`src/rtl/vcap_pkg.sv`:
```
`timescale 1ns/1ps
package vcap_pkg;
    typedef enum logic [1:0] {
        ST_IDLE = 2'd0,
        ST_LINE = 2'd1,
        ST_PAD  = 2'd2
    } vcap_state_e;
endpackage

```
`src/rtl/vcap_packer.sv`:
```
`timescale 1ns/1ps
module vcap_packer #(
    parameter int SAMPLE_W = 8,
    parameter int LANES    = 4
) (
    input  logic                      clk,
    input  logic                      rst,
    input  logic                      sample_en,
    input  logic                      line_idle,
    input  logic [SAMPLE_W-1:0]       sample,
    output logic                      word_valid,
    output logic [SAMPLE_W*LANES-1:0] word
);
    localparam int LW = (LANES > 1) ? $clog2(LANES) : 1;
    localparam logic [LW-1:0] LAST_LANE = LW'(LANES - 1);

    logic [LW-1:0] lane_q;

    always_ff @(posedge clk) begin
        if (rst || line_idle) begin
            lane_q <= '0;
        end else if (sample_en) begin
            lane_q <= (lane_q == LAST_LANE) ? '0 : lane_q + 1'b1;
        end
    end

    // lower lanes are held, the top lane comes straight from the input
    for (genvar g = 0; g < LANES - 1; g++) begin : g_lane
        logic [SAMPLE_W-1:0] hold_q;
        always_ff @(posedge clk) begin
            if (rst) begin
                hold_q <= '0;
            end else if (sample_en && lane_q == LW'(g)) begin
                hold_q <= sample;
            end
        end
        assign word[g*SAMPLE_W +: SAMPLE_W] = hold_q;
    end

    assign word[(LANES-1)*SAMPLE_W +: SAMPLE_W] = sample;
    assign word_valid = sample_en && (lane_q == LAST_LANE);
endmodule

```
`src/rtl/vcap_addr_seq.sv`:
```
`timescale 1ns/1ps
module vcap_addr_seq #(
    parameter int HALF_AW    = 12,
    parameter int HALF_WORDS = 4000,
    parameter int WORD_W     = 32
) (
    input  logic              clk,
    input  logic              rst,
    input  logic              wr_req,
    input  logic [WORD_W-1:0] wr_word,
    output logic              mem_we,
    output logic [HALF_AW:0]  mem_addr,
    output logic [WORD_W-1:0] mem_wdata,
    output logic              half_done_irq,
    output logic              ready_half
);
    localparam logic [HALF_AW-1:0] LAST_OFFS = HALF_AW'(HALF_WORDS - 1);

    logic               half_q;
    logic [HALF_AW-1:0] offs_q;

    always_ff @(posedge clk) begin
        if (rst) begin
            half_q        <= 1'b0;
            offs_q        <= '0;
            mem_we        <= 1'b0;
            mem_addr      <= '0;
            mem_wdata     <= '0;
            half_done_irq <= 1'b0;
            ready_half    <= 1'b0;
        end else begin
            mem_we        <= wr_req;
            half_done_irq <= 1'b0;
            if (wr_req) begin
                mem_addr  <= {half_q, offs_q};
                mem_wdata <= wr_word;
                if (offs_q == LAST_OFFS) begin
                    offs_q        <= '0;
                    half_q        <= ~half_q;
                    half_done_irq <= 1'b1;
                    ready_half    <= half_q;
                end else begin
                    offs_q <= offs_q + 1'b1;
                end
            end
        end
    end
endmodule

```
`src/rtl/video_capture_pingpong.sv`:
```
`timescale 1ns/1ps
module video_capture_pingpong #(
    parameter int                    SAMPLE_W         = 8,
    parameter int                    LANES            = 4,
    parameter int                    SAMPLES_PER_LINE = 640,
    parameter int                    LINES_PER_HALF   = 25,
    parameter int                    HALF_AW          = 12,
    parameter logic [SAMPLE_W-1:0]   BLACK_LEVEL      = 8'h10
) (
    input  logic                      clk,
    input  logic                      rst,
    input  logic [SAMPLE_W-1:0]       pix_data,
    input  logic                      line_valid,
    input  logic                      field_even,
    output logic                      mem_we,
    output logic [HALF_AW:0]          mem_addr,
    output logic [SAMPLE_W*LANES-1:0] mem_wdata,
    output logic                      half_done_irq,
    output logic                      ready_half
);
    import vcap_pkg::*;

    localparam int WORD_W         = SAMPLE_W * LANES;
    localparam int WORDS_PER_LINE = SAMPLES_PER_LINE / LANES;
    localparam int HALF_WORDS     = LINES_PER_HALF * WORDS_PER_LINE;
    localparam int PAD_WORDS      = WORDS_PER_LINE / 2;
    localparam int PCW            = $clog2(PAD_WORDS + 1);
    localparam logic [PCW-1:0] PAD_LAST = PCW'(PAD_WORDS - 1);

    vcap_state_e     state_q, state_d;
    logic            field_q;
    logic            pad_pending_q;
    logic [PCW-1:0]  pad_cnt_q;

    logic              sample_en;
    logic              pad_wr;
    logic              pk_valid;
    logic [WORD_W-1:0] pk_word;
    logic              wr_req;
    logic [WORD_W-1:0] wr_word;

    // state register and its bookkeeping
    always_ff @(posedge clk) begin
        if (rst) begin
            state_q       <= ST_IDLE;
            field_q       <= 1'b1;
            pad_pending_q <= 1'b0;
            pad_cnt_q     <= '0;
        end else begin
            state_q       <= state_d;
            field_q       <= field_even;
            pad_pending_q <= (pad_pending_q && state_q != ST_PAD) || (field_even && !field_q);
            pad_cnt_q     <= (state_q == ST_PAD) ? pad_cnt_q + 1'b1 : '0;
        end
    end

    // next state
    always_comb begin
        state_d = state_q;
        unique case (state_q)
            ST_IDLE: begin
                if (line_valid)         state_d = ST_LINE;
                else if (pad_pending_q) state_d = ST_PAD;
            end
            ST_LINE: begin
                if (!line_valid)        state_d = ST_IDLE;
            end
            ST_PAD: begin
                if (pad_cnt_q == PAD_LAST) state_d = ST_IDLE;
            end
            default: state_d = ST_IDLE;
        endcase
    end

    // outputs of the state machine
    always_comb begin
        sample_en = 1'b0;
        pad_wr    = 1'b0;
        unique case (state_q)
            ST_IDLE, ST_LINE: sample_en = line_valid;
            ST_PAD:           pad_wr    = 1'b1;
            default:          ;
        endcase
    end

    vcap_packer #(
        .SAMPLE_W (SAMPLE_W),
        .LANES    (LANES)
    ) packer_i (
        .clk        (clk),
        .rst        (rst),
        .sample_en  (sample_en),
        .line_idle  (!line_valid),
        .sample     (pix_data),
        .word_valid (pk_valid),
        .word       (pk_word)
    );

    assign wr_req  = pad_wr || pk_valid;
    assign wr_word = pad_wr ? {LANES{BLACK_LEVEL}} : pk_word;

    vcap_addr_seq #(
        .HALF_AW    (HALF_AW),
        .HALF_WORDS (HALF_WORDS),
        .WORD_W     (WORD_W)
    ) seq_i (
        .clk           (clk),
        .rst           (rst),
        .wr_req        (wr_req),
        .wr_word       (wr_word),
        .mem_we        (mem_we),
        .mem_addr      (mem_addr),
        .mem_wdata     (mem_wdata),
        .half_done_irq (half_done_irq),
        .ready_half    (ready_half)
    );
endmodule

```
`config.mk`:
```
export PLATFORM = sky130hd
export DESIGN_NAME = video_capture_pingpong
export DESIGN_NICKNAME = d
export VERILOG_FILES = /design/src/rtl/vcap_pkg.sv /design/src/rtl/vcap_packer.sv /design/src/rtl/vcap_addr_seq.sv /design/src/rtl/video_capture_pingpong.sv
export SDC_FILE = /design/constraint.sdc
export NUM_CORES = 1
export LEC_CHECK = 0
export ABC_AREA = 1
export CORE_AREA = 2 2 116 118
export DETAILED_ROUTE_END_ITERATION = 12
export DIE_AREA = 0 0 118 120
export HOLD_SLACK_MARGIN = 0.02
export PLACE_DENSITY_LB_ADDON = 0.1
export SYNTH_ARGS = -nofsm -noshare
export SYNTH_HDL_FRONTEND = slang
export SYNTH_SLANG_ARGS = --single-unit
```
`constraint.sdc`:
```
create_clock -name clk -period 1.9 [get_ports clk]
set_clock_uncertainty 0.1 [all_clocks]
set_input_delay 0.38 -clock clk [delete_from_list [all_inputs] [get_ports clk]]
set_output_delay 0.38 -clock clk [all_outputs]
set_load 0.02 [all_outputs]
```
==> results of run 1 <==
==> power by group <==
part           switching (mW)  internal, mW  total [mW]
Clock                   0.794          1.09        1.88
Sequential             0.0309          2.11        2.14
Combinational           0.227         0.159       0.386
Total                    1.05          3.36        4.41
==> routing by layer <==
metal | routed length (microns) | GRT usage (%) | up-vias
li1 | - | - | 1699
met1 | 4350 | 17.3 | 1479
met2 | 4280 | 22.0 | 52
met3 | 366 | 4.37 | 12
met4 | 155 | 5.57 | 0
met5 | 0 | 0 | -
==> worst paths after layout <==
path / slack, ns / cells past startpoint / startpoint / to
worst max-delay path: 0.10 / 1 / seq_i.mem_wdata[12] / mem_wdata[12]
worst min-delay path: 0.33 / 1 / field_q / pad_pending_q
worst max register to register: 0.33 / 6 / packer_i.lane_q[0] / seq_i.mem_addr[0]
worst min register to register: 0.33 / 1 / field_q / pad_pending_q
==> state kept, by name, indices dropped and copies added (netlist names) <==
name / flops
seq_i.mem_we: 1
pad_pending_q: 1
pad_cnt_q: 7
seq_i.ready_half: 1
field_q: 1
state_q: 2
seq_i.half_done_irq: 1
seq_i.mem_wdata: 32
packer_i.lane_q: 2
seq_i.mem_addr: 13
seq_i.offs_q: 12
packer_i.g_lane.hold_q: 24
seq_i.half_q: 1
==> through the flow <==
step / cells / setup WS [ns] / power, mW / util (%)
2_1_floorplan: 473 / 0.437 / 2.40 / -
3_3_place_gp: 706 / 0.0170 / 2.57 / 36.1
3_5_place_dp: 706 / 0.00198 / 2.58 / 36.1
4_1_cts: 722 / 0.0712 / 4.49 / 38.4
5_1_grt: 722 / 0.0545 / 4.60 / 38.4
6_report: 722 / 0.102 / 4.41 / 38.4
==> cell families (layout without fill, tap and decap cells) <==
family | Yosys count | after routing | share of synthesized area, %
xor+xnor | 3 | 3 | 0.691
fa+ha+maj | 6 | 6 | 1.97
buf+inv | 61 | 134 | 7.30
compound gates | 111 | 111 | 15.0
simple gates | 194 | 194 | 23.5
flops | 98 | 98 | 51.6
==> final cells by class <==
| type | instances | area [sq um] | share of cell area [%] |
|---|---|---|---|
| Inverter | 37 | 141 | 2.83 |
| Clock inverter | 4 | 50.0 | 1.00 |
| Clock buffer | 12 | 256 | 5.14 |
| Sequential cell | 98 | 1960 | 39.3 |
| Tap cell | 176 | 220 | 4.41 |
| Multi-Input combinational cell | 314 | 1570 | 31.4 |
| Timing Repair Buffer | 81 | 793 | 15.9 |
==> placed cells by master, fill, tap and decap left out, types with 4 or more instances in the layout <==
| master | n |
|---|---|
| a21oi_1 | 74 |
| buf_4 | 19 |
| clkbuf_16 | 9 |
| clkdlybuf4s50_1 | 59 |
| dfxtp_1 | 98 |
| ha_1 | 6 |
| inv_1 | 32 |
| inv_2 | 4 |
| nand2_1 | 84 |
| nand3_1 | 50 |
| nor2_1 | 39 |
| nor2_2 | 5 |
| o21ai_0 | 30 |
==> flow_metrics.py, run 1 <==
metrics = {
    "run_status": {
        "status": "complete, no violations",
    },
    "timing": {
        "relSlewSlack_pct": 77.7,
        "setup_viol": 0,
        "worst_pin_slew_ns": 0.333,
        "period_share_pct": 94.6,
        "min_period_ns": 1.80,
        "maxSlewViolCount": 0,
        "tns_ns": 0,
        "rsz0062_at_grt": "no",
        "hold_violations": 0,
        "fmax_mhz": 556,
        "hold_ws_ns": 0.327,
    },
    "power": {
        "p_leak_nw": 1.77,
        "power_density_mw_per_mm2": 884,
        "vdd_drop_max_mv": 0.531,
    },
    "critical_path": {
        "cp-end-kind": "output pin",
        "critPathMaxFanout": 2,
        "path_class": "reg -> out",
        "worst-path-buf-inv": 1,
        "required_ns": 1.42,
        "cp.arrival_ns": 1.32,
        "crit_path_max_incr_delay_ns": 0.61,
        "crit_family": "buffers and inverters",
        "slowest_stage": "clkdlybuf4s50_1",
        "cp-start-kind": "flip-flop",
        "crit_chain": "clkdlybuf4s50_1",
    },
    "clocking": {
        "cts_buffers": 9,
        "htree_num_levels": 3,
        "cts_root_buf": "clkbuf_16",
        "cts_setup_buffers": 0,
        "path_clk_slew_ns": 0.06,
        "cts_max_path_buffers": 2,
        "cts_resized": 0,
        "clock_latency_ns": 0.35,
        "holdBufCountCts": 0,
        "cts_tree": "built",
        "cts.sinks": 98,
    },
    "synthesis": {
        "synthFlopType": "dfxtp_1",
        "synth_area_sq_mm": 0.00380,
        "synth_top_area_cell": "dfxtp_1",
        "seq_area_frac_synth_pct": 51.6,
        "avgSynthCellArea_sq_um": 8.04,
        "synthCells": 473,
        "yosysMostFrequentCell": "dfxtp_1",
        "synth_top_cell_area_share_pct": 51.6,
        "synth_async_sr_flop_share_pct": 0,
        "ys_ff_latch": 98,
        "syn-num-nets": 491,
        "synth_cell_type_count": 33,
        "ys_warn_count": 0,
        "synth_edf_count": 0,
        "synth_common_cells": "98 x dfxtp_1, 84 x nand2_1, 74 x a21oi_1",
        "synth_area_leaders": "dfxtp_1 52%, a21oi_1 9.7%, nand2_1 8.3%",
    },
    "cells_and_area": {
        "areaGrowthSynthToFinish_pct": 31.1,
        "drive_gt1_share_pct": 10.4,
        "finalInstanceArea_sq_mm": 0.00499,
        "diodes": 0,
        "nets": 559,
        "nFillCells": 1383,
    },
    "global_route": {
        "grt_usage_pct": 13.8,
        "grt_start_max_net_pins": 32,
        "grt_pass1_vias": 3046,
        "overflow": 0,
        "grt_pass1_wl_microns": 15300,
        "antenna_found_initial": 0,
    },
    "die": {
        "ios": 60,
        "row_count": 42,
        "die_x_microns": 118,
        "fp.dieH_microns": 120,
        "start_util_pct": 29.3,
        "die_area_sq_mm": 0.0142,
        "core_sq_mm": 0.0130,
    },
    "placement": {
        "hpwl_microns": 6580,
        "dpl_cell_area_sq_mm": 0.00468,
        "port_buffers": 59,
        "place.gp.congestion": 0.796,
    },
    "drt": {
        "drc_errors": 0,
        "num_vias": 3242,
        "vias_per_cell": 4.49,
        "drt-initial-drc-count": 201,
        "ant_nets": 0,
        "totalWireLength_microns": 9150,
        "routedWlPerCell_microns": 12.7,
        "first_pass_iters": 4,
    },
    "run": {
        "drv_cap": 0,
    },
    "worst_hold_path": {
        "hp-class": "reg -> reg",
    },
}
Note: power is estimated with default switching activity, not from simulation.
==> run 2: changes to the inputs <==
CORE_AREA = 2 2 83 165   (was 2 2 116 118)
DIE_AREA = 0 0 85 167   (was 0 0 118 120)
==> run 2 against run 1 <==
Sequential cell count is the same. Combinational power is essentially flat. First-iteration DRC count shrank 29%. Fmax is 0.14% lower. Die area increased by 0.25%. Critical path depth stayed put. Utilization fell by 0.050 points. Total power increased by 2.4%. Via count is 1.8% higher.
==> flow_metrics.py, run 2 (synthesis results as in run 1) <==
metrics = {
    "die": {
        "ios": 60,
        "fp.dieH_microns": 167,
        "die_area_sq_mm": 0.0142,
        "die_x_microns": 85,
        "row_count": 59,
        "start_util_pct": 29.5,
        "core_sq_mm": 0.0129,
    },
    "worst_hold_path": {
        "min_to": "pad_pending_q",
        "hp-start": "field_q",
        "hp-class": "reg -> reg",
        "worstHoldPathCells": 1,
    },
    "clocking": {
        "clock_latency_ns": 0.34,
        "cts_tree": "built",
        "holdBufCountCts": 0,
        "cts_root_buf": "clkbuf_16",
        "path_clk_slew_ns": 0.07,
        "htree_num_levels": 3,
        "cts_max_path_buffers": 2,
        "cts_resized": 0,
        "cts_buffers": 9,
        "cts_setup_buffers": 0,
        "cts.sinks": 98,
    },
    "cells_and_area": {
        "layout_common_cells": "98 x dfxtp_1, 84 x nand2_1, 74 x a21oi_1",
        "nFillCells": 1336,
        "multi_input_area_sq_mm": 0.00157,
        "largest_register_ffs": 32,
        "diodes": 0,
        "areaGrowthSynthToFinish_pct": 30.3,
        "nets": 558,
        "reg_top3": "seq_i.mem_wdata (32), packer_i.g_lane.hold_q (24), seq_i.mem_addr (13)",
        "drive_gt1_share_pct": 10.5,
        "fin_cells": 697,
        "regMostFlops": "seq_i.mem_wdata",
        "final_common_cell": "dfxtp_1",
        "seqCellArea_sq_mm": 0.00196,
    },
    "drt": {
        "totalWireLength_microns": 9940,
        "drt-initial-drc-count": 143,
        "num_vias": 3299,
        "ant_nets": 0,
        "first_pass_iters": 4,
        "drc_errors": 0,
        "vias_per_cell": 4.73,
        "routedWlPerCell_microns": 14.3,
    },
    "placement": {
        "port_buffers": 59,
        "hpwl_microns": 7460,
        "place.gp.congestion": 0.818,
        "place_ws_ns": -0.0491,
        "dp_cells": 681,
    },
    "timing": {
        "min_period_ns": 1.80,
        "relSlewSlack_pct": 77.0,
        "maxSlewViolCount": 0,
        "hold_violations": 0,
        "layout_setup_ws_ns": 0.0997,
        "period_share_pct": 94.8,
        "setup_viol": 0,
        "fmax_mhz": 555,
        "worst_pin_slew_ns": 0.344,
        "rsz0062_at_grt": "no",
    },
    "global_route": {
        "grt_usage_pct": 14.5,
        "grt_pass1_wl_microns": 16400,
        "overflow": 0,
        "antenna_found_initial": 0,
        "grt_pass1_vias": 3348,
        "grt_start_max_net_pins": 39,
    },
    "critical_path": {
        "cp-start-kind": "flip-flop",
        "slowest_stage": "clkdlybuf4s50_1",
        "crit_path_max_incr_delay_ns": 0.62,
        "path_class": "reg -> out",
        "crit_chain": "clkdlybuf4s50_1",
        "ff2ff_setup_slack_ns": 0.29,
        "critPathMaxFanout": 2,
        "cp-end-kind": "output pin",
        "required_ns": 1.42,
        "rr_endpoint": "seq_i.offs_q[6]",
        "reg2reg_depth": 8,
        "r2r_start": "seq_i.offs_q[0]",
        "worst-path-buf-inv": 1,
        "cp.arrival_ns": 1.32,
        "crit_family": "buffers and inverters",
    },
    "power": {
        "power_density_mw_per_mm2": 910,
        "p_leak_nw": 1.77,
        "vdd_drop_max_mv": 0.458,
    },
    "run_status": {
        "status": "complete, no violations",
    },
    "run": {
        "drv_cap": 0,
    },
}
## run 2: changes by cell type in the layout (fill, tap and decap cells not counted)
cell and change:
bufinv_16 +1, clkinv_4 +1, clkbuf_8 -2, clkbuf_1 -1
inv_6 +1, clkinvlp_4 -1, inv_8 +1, buf_12 -1
## run 2: how the worst max path moves through the flow
stage	from	endpoint	cells past startpoint
after CTS	seq_i.ready_half	ready_half	1
after global placement	line_valid	packer_i.g_lane[1].hold_q[1]	7
final	seq_i.mem_wdata[20]	mem_wdata[20]	1
after floorplan	packer_i.lane_q[0]	seq_i.half_q	8
after global routing	seq_i.mem_wdata[20]	mem_wdata[20]	1
after detailed placement	line_valid	packer_i.g_lane[0].hold_q[3]	7
## run 2: metal layers
metal	vias up	part of all wire, %	global-route usage [%]
met5	-	0	0
met4	0	3.3	6.83
met3	17	3.7	2.73
met2	66	55	27.2
met1	1519	38	15.1
li1	1697	-	-
## run 2: area by class of cell
class	count	share of cell area (%)
well taps	152	3.84
multi-input cells	314	31.6
inverters	37	2.85
clock buffers	9	4.54
repair buffers	80	15.6
clock inverters	7	2.04
flip-flops and latches	98	39.6
## run 2: metrics by stage
step	utilization, %	hold slack [ns]	setup TNS (ns)	cell area (sq um)	total power, mW
2_1_floorplan	-	0.300	0	3800	2.40
3_3_place_gp	35.9	0.308	-0.275	4630	2.57
3_5_place_dp	35.9	0.315	-0.391	4630	2.58
4_1_cts	38.4	0.326	0	4960	4.58
5_1_grt	38.4	0.366	0	4960	4.69
6_report	38.4	0.320	0	4960	4.51
## run 2: report_power, final
group	switching [mW]	internal, mW
sequential	0.0316	2.11
clock	0.823	1.17
combinational	0.230	0.153
